--- src/rtl/mul_booth_pkg.sv ---
package mul_booth_pkg;

    // One radix-4 Booth digit: magnitude select plus sign.
    typedef struct packed {
        logic neg;
        logic one;
        logic two;
    } booth_dig_t;

    // Recode a bit triplet {b(2i+1), b(2i), b(2i-1)} into a digit.
    function automatic booth_dig_t booth_recode(input logic [2:0] trip);
        booth_dig_t d;
        d = '0;
        unique case (trip)
            3'b001, 3'b010: d.one = 1'b1;
            3'b011:         d.two = 1'b1;
            3'b100:         begin d.two = 1'b1; d.neg = 1'b1; end
            3'b101, 3'b110: begin d.one = 1'b1; d.neg = 1'b1; end
            default:        d = '0;
        endcase
        return d;
    endfunction

endpackage

--- src/rtl/mul_booth_digit.sv ---
module mul_booth_digit
    import mul_booth_pkg::*;
#(
    parameter int unsigned XLEN = 32
) (
    input  logic [2:0]      trip_i,
    input  logic [XLEN-1:0] mcand_i,
    output logic [XLEN-1:0] pp_o
);
    booth_dig_t        dig;
    logic [XLEN-1:0]   mag;

    always_comb begin
        dig = booth_recode(trip_i);
        if (dig.two) begin
            mag = mcand_i << 1;
        end else if (dig.one) begin
            mag = mcand_i;
        end else begin
            mag = '0;
        end
        pp_o = dig.neg ? (~mag + XLEN'(1)) : mag;
    end
endmodule

--- src/rtl/mul_slice_array.sv ---
module mul_slice_array #(
    parameter int unsigned XLEN    = 32,
    parameter int unsigned SLICE_W = 8
) (
    input  logic [SLICE_W:0]   bits_i,   // bit 0 is the overlap bit
    input  logic [XLEN-1:0]    mcand_i,
    output logic [XLEN-1:0]    slice_pp_o
);
    localparam int unsigned NDIG = SLICE_W / 2;

    logic [XLEN-1:0] dig_pp [NDIG];

    for (genvar j = 0; j < NDIG; j++) begin : g_dig
        mul_booth_digit #(.XLEN(XLEN)) u_dig (
            .trip_i  (bits_i[2*j+2 : 2*j]),
            .mcand_i (mcand_i),
            .pp_o    (dig_pp[j])
        );
    end

    always_comb begin
        slice_pp_o = '0;
        for (int j = 0; j < NDIG; j++) begin
            slice_pp_o = slice_pp_o + (dig_pp[j] << (2 * j));
        end
    end
endmodule

--- src/rtl/mul_stop_detect.sv ---
module mul_stop_detect #(
    parameter int unsigned XLEN    = 32,
    parameter int unsigned SLICE_W = 8
) (
    input  logic [XLEN-1:0]             mplier_i,
    input  logic                        sgn_i,
    output logic [XLEN/SLICE_W-1:0]     stop_o   // bit k-1: may stop after k slices
);
    localparam int unsigned NSLICE = XLEN / SLICE_W;

    for (genvar k = 1; k < NSLICE; k++) begin : g_chk
        logic [XLEN-k*SLICE_W:0] upper;
        assign upper       = mplier_i[XLEN-1 : k*SLICE_W-1];
        assign stop_o[k-1] = sgn_i ? ((&upper) | ~(|upper)) : ~(|upper);
    end
    assign stop_o[NSLICE-1] = 1'b1;
endmodule

--- src/rtl/mul_booth_early.sv ---
module mul_booth_early #(
    parameter int unsigned XLEN    = 32,
    parameter int unsigned SLICE_W = 8,
    parameter int unsigned CNT_W   = $clog2(XLEN / SLICE_W + 1)
) (
    input  logic              clk,
    input  logic              rst_n,
    input  logic              start_i,
    input  logic [XLEN-1:0]   mcand_i,
    input  logic [XLEN-1:0]   mplier_i,
    input  logic [XLEN-1:0]   addend_i,
    input  logic              acc_en_i,
    input  logic              signed_i,
    output logic [XLEN-1:0]   result_o,
    output logic              busy_o,
    output logic              done_o,
    output logic [CNT_W-1:0]  cycles_o
);
    localparam int unsigned NSLICE = XLEN / SLICE_W;
    localparam int unsigned IDX_W  = (NSLICE > 1) ? $clog2(NSLICE) : 1;

    typedef struct packed {
        logic              busy;
        logic              done;
        logic [IDX_W-1:0]  idx;
        logic              sgn;
        logic [XLEN-1:0]   mcand;
        logic [XLEN-1:0]   mplier;
        logic [XLEN-1:0]   acc;
        logic [XLEN-1:0]   result;
        logic [CNT_W-1:0]  cycles;
    } state_t;

    state_t state_d, state_q;

    logic [SLICE_W:0]     slice_bits;
    logic [XLEN-1:0]      slice_pp;
    logic [XLEN-1:0]      sum;
    logic [NSLICE-1:0]    stop_vec;

    // Current byte of the multiplier with the overlap bit below it.
    assign slice_bits = SLICE_W'(1) == 0 ? '0 :
                        (SLICE_W+1)'({state_q.mplier, 1'b0} >> (int'(state_q.idx) * SLICE_W));

    mul_slice_array #(.XLEN(XLEN), .SLICE_W(SLICE_W)) u_array (
        .bits_i     (slice_bits),
        .mcand_i    (state_q.mcand),
        .slice_pp_o (slice_pp)
    );

    mul_stop_detect #(.XLEN(XLEN), .SLICE_W(SLICE_W)) u_stop (
        .mplier_i (state_q.mplier),
        .sgn_i    (state_q.sgn),
        .stop_o   (stop_vec)
    );

    always_comb begin
        state_d      = state_q;
        state_d.done = 1'b0;
        sum          = state_q.acc + (slice_pp << (int'(state_q.idx) * SLICE_W));
        if (!state_q.busy) begin
            if (start_i) begin
                state_d.busy   = 1'b1;
                state_d.idx    = '0;
                state_d.sgn    = signed_i;
                state_d.mcand  = mcand_i;
                state_d.mplier = mplier_i;
                state_d.acc    = acc_en_i ? addend_i : '0;
            end
        end else begin
            state_d.acc = sum;
            if (stop_vec[state_q.idx]) begin
                state_d.busy   = 1'b0;
                state_d.done   = 1'b1;
                state_d.result = sum;
                state_d.cycles = CNT_W'(state_q.idx) + CNT_W'(1);
            end else begin
                state_d.idx = state_q.idx + IDX_W'(1);
            end
        end
    end

    always_ff @(posedge clk or negedge rst_n) begin
        if (!rst_n) begin
            state_q <= '0;
        end else begin
            state_q <= state_d;
        end
    end

    assign result_o = state_q.result;
    assign busy_o   = state_q.busy;
    assign done_o   = state_q.done;
    assign cycles_o = state_q.cycles;
endmodule

--- config.mk ---
export PLATFORM = sky130hd
export DESIGN_NAME = mul_booth_early
export DESIGN_NICKNAME = d
export VERILOG_FILES = /design/src/rtl/mul_booth_pkg.sv /design/src/rtl/mul_booth_digit.sv /design/src/rtl/mul_slice_array.sv /design/src/rtl/mul_stop_detect.sv /design/src/rtl/mul_booth_early.sv
export SDC_FILE = /design/constraint.sdc
export NUM_CORES = 1
export LEC_CHECK = 0
export BUFFER_PORTS_ARGS = -buffer_cell sky130_fd_sc_hd__clkbuf_2
export CAP_MARGIN = 25
export CORE_MARGIN = 4
export CORE_UTILIZATION = 65
export CTS_BUF_LIST = sky130_fd_sc_hd__clkbuf_4
export DETAILED_ROUTE_END_ITERATION = 8
export HOLD_SLACK_MARGIN = 0.15
export PLACE_DENSITY = 0.83
export SLEW_MARGIN = 10
export SYNTH_ARGS = -nofsm -noshare
export SYNTH_HDL_FRONTEND = slang
export SYNTH_SLANG_ARGS = --single-unit
--- constraint.sdc ---
create_clock -name clk -period 18.5 [get_ports clk]
set_clock_uncertainty 0.1 [all_clocks]
set_input_delay 2.775 -clock clk [delete_from_list [all_inputs] [get_ports clk]]
set_output_delay 2.775 -clock clk [all_outputs]
set_load 0.01 [all_outputs]
==> summary.md <==
| Metric | Value |
|---|---|
| Outcome | `finished, final reports clean` |
| Max Fclk | `0.0871 GHz` |
| Leading area contributor after synthesis | `dfrtp_1` |
| Worst path slowest cell | `or3b_1` |
| Top_reg_cell synth | `dfrtp_1` |
| Area growth syn-to-layout | `4.15%` |
| Initial DRC count | `2197` |
| Core outline area | `24500 µm²` |
| CTS buffer count | `17` |
| FF-to-FF setup slack | `7.02 ns` |
| First-pass GRT wire length | `79100 µm` |
| Pre-antenna DRT Iters | `9` |
| Resized cells post-CTS | `0` |
| DR DRC count | `0` |
| Ports | `138` |
| Slew @ Worst Pin | `1.05 ns` |
| Synth Net Count | `2261` |
| Slew HR | `29.5%` |
| Synth Area in XOR/XNOR | `9.00%` |
| Final setup fails | `0` |
| Setup crit start kind | `register` |
| Post-synthesis adder-cell area fraction | `12.1%` |
| DR vias | `16.1k` |
| Clk buf depth | `2` |
| Library cells used by synthesis | `94` |
| Count leader, synth | `nand2_1` |
| Hold Crit Depth | `2` |
| Register bit total from synthesis | `136` |
| Reg-to-reg endpoint | `result_o[28]$_DFFE_PN0P_` |
| Mux share of post-synthesis cell area | `7.42%` |
| Clock slew seen by the registers of the worst setup and hold paths | `0.14 ns` |
| WS Path Type | `register to register` |
| Largest net degree at the start of global routing | `77` |
| Initial Utilization | `66.7%` |
| Compound-Gate Fraction of Synth Area | `25.5%` |
| DP HPWL | `37200 µm` |
| Final instance area | `17000 µm²` |
| Critical Path Fanout Max | `43` |
| Register area share after synthesis | `20.8%` |
| Reg2reg start | `state_q[132]$_DFFE_PN0P_` |
| Hold_ws | `0.398 ns` |
| WP buf/inv | `4` |
| CTS Hold Buffers Added | `0` |
| Via density | `6.81` |
| Cell Area, Placed | `16800 µm²` |
| Min-Delay Path Class | `register to register` |
| Fillers | `2069` |
| Slew Viols, Final | `0` |
| Post-layout minimum cycle time | `11.48 ns` |
| Synth Area in Simple Gates | `16.9%` |
| Tot GR Track Use | `34.6%` |
| CP required | `18.92 ns` |
| Crit-path leading delay family | `compound AO/OA/AOI/OAI gates` |
| NumNets Final | `2246` |
| # port buffers | `137` |
| GRT overflow | `0` |
| Unrepaired setup endpoints after global routing | `false` |
| Die Wd | `167 µm` |
| Clock sink count | `136` |
| CP most frequent cell | `nand2_1` |
| Synth async-reset ratio | `100%` |
| Worst stage delay on the critical path | `0.81 ns` |
| Max H-tree Level | `4` |
| DRT Wirelength | `49400 µm` |
| Setup bufs post-CTS | `0` |
| Vias in the first global route | `14.8k` |
| Num rows | `57` |
| Final TNS setup | `0 ns` |
| Die Span Y | `167 µm` |
| Max_cap viols | `0` |
| Die ar. | `27800 µm²` |
| Largest family of logic cells by synthesized area | `compound AO/OA/AOI/OAI gates` |
| Critical path data arrival time | `11.90 ns` |
| Largest cells by area after synthesis | `dfrtp_1 (21%), fa_1 (6.6%), mux2_2 (5.6%)` |
| Fraction of layout cells with a size suffix above 1 | `15.7%` |
| Mapped Area | `16400 µm²` |
| Routed Antenna Nets | `0` |
| Crit path depth | `40` |
| Crit share post-route | `62.0%` |
| Post-synth top cells | `nand2_1 (220), o21ai_0 (163), a21oi_1 (136), dfrtp_1 (136), nor2_1 (136)` |
| GPL Wtd Cong | `1.01` |
| Worst Setup SP | `state_q[132]$_DFFE_PN0P_` |
| Initial antenna violation count | `1` |
| Final-report hold violation count | `0` |
| Avg WL per Cell | `21.0 µm` |
| CP Capture Type | `register` |
| Synth top area share | `20.8%` |
| TritonCTS clock tree | `yes` |
| Worst reg2reg path depth | `40` |
| Syn avg cell area | `8.04 µm²` |
| Syn Inst Count | `2034` |
| Syn. warnings | `0` |
| Post-synth EDFFs | `0` |
| Root buffer cell | `clkbuf_4` |
| Worst-skew pair later-pin latency | `0.60 ns` |
| Setup crit end | `result_o[28]$_DFFE_PN0P_` |
layer usage:
metal  GRT usage (%)  share of wire, %  vias to the layer above
li1                -                 -                     7257
met1            49.4                41                     7592
met2            51.3                43                     1070
met3            7.61                12                      154
met4            13.5               4.5                        0
met5               0                 0                        -
cell type report:
cell class              count  area, µm²  area share, %
multi-input cells        1588      11600           68.3
flip-flops and latches    136       3400           20.0
repair buffers            164        900           5.28
inverters                 112        420           2.47
well taps                 324        405           2.38
clock inverters            15        139          0.815
clock buffers              17        128          0.749
diodes                      3       7.51         0.0441
worst min-delay path by stage:
stage	startpoint	slack [ns]	endpoint
global placement	result_o[30]$_DFFE_PN0P_	0.36	result_o[30]$_DFFE_PN0P_
finish	result_o[21]$_DFFE_PN0P_	0.40	result_o[21]$_DFFE_PN0P_
CTS	result_o[21]$_DFFE_PN0P_	0.40	result_o[21]$_DFFE_PN0P_
global route	result_o[8]$_DFFE_PN0P_	0.43	result_o[8]$_DFFE_PN0P_
floorplan	cycles_o[2]$_DFFE_PN0P_	0.35	cycles_o[2]$_DFFE_PN0P_
detailed placement	cycles_o[1]$_DFFE_PN0P_	0.37	cycles_o[1]$_DFFE_PN0P_
registers in the layout (all words and copies together) (netlist names):
signal    count
done_o        1
cycles_o      3
busy_o        1
result_o     32
state_q      99
placed cells by master, fill, tap and decap left out, types with 11 or more instances in the layout:
cell	instances
nand2_1	220
o21ai_0	163
clkbuf_2	137
a21oi_1	136
nor2_1	135
dfrtp_1	135
inv_1	108
xnor2_1	98
mux2_2	82
ha_1	72
a22oi_1	58
xor2_1	58
fa_1	54
a21o_1	35
a221oi_1	31
and2_1	31
a221o_1	29
nand3_1	29
a222oi_1	26
nor3_1	25
buf_4	25
and3_1	21
a211oi_1	20
a31oi_1	17
clkbuf_4	17
nand4_1	15
o31ai_1	14
nor2b_1	13
nand2b_1	13
o21a_1	12
o22ai_1	11
worst reg2reg max path: cells and delay by family (launching register included):
family | cells | cell delay, ns
AOI/OAI and AO/OA | 18 | 4.26
and+or+nand+nor | 10 | 3.14
adders and majority gates | 5 | 2.07
buffers and inverters | 4 | 0.94
DFF | 1 | 0.40
muxes | 1 | 0.32
xor gates and xnor gates | 2 | 0.20
per-stage QoR:
step           worst slack (ns)  util, %  instances
2_1_floorplan              9.43        -       2034
3_3_place_gp               7.78     68.2       2322
3_5_place_dp               7.47     68.3       2323
4_1_cts                    7.38     69.4       2355
5_1_grt                    6.50     69.4       2359
6_report                   7.02     69.4       2359
kinds of logic (layout without fill, tap and decap cells):
logic type,Yosys count,count (layout)
adder cells (fa/ha/maj),126,126
AND/OR/NAND/NOR,572,572
multiplexers,101,101
buffers and inverters,310,308
XOR/XNOR,162,162
AO/OA/AOI/OAI,627,627
other,0,3
flip-flops,136,136
Power is left out: the tool's default activity adds up to more than one toggle a clock period on the data nets, which glitch-free logic cannot reach.
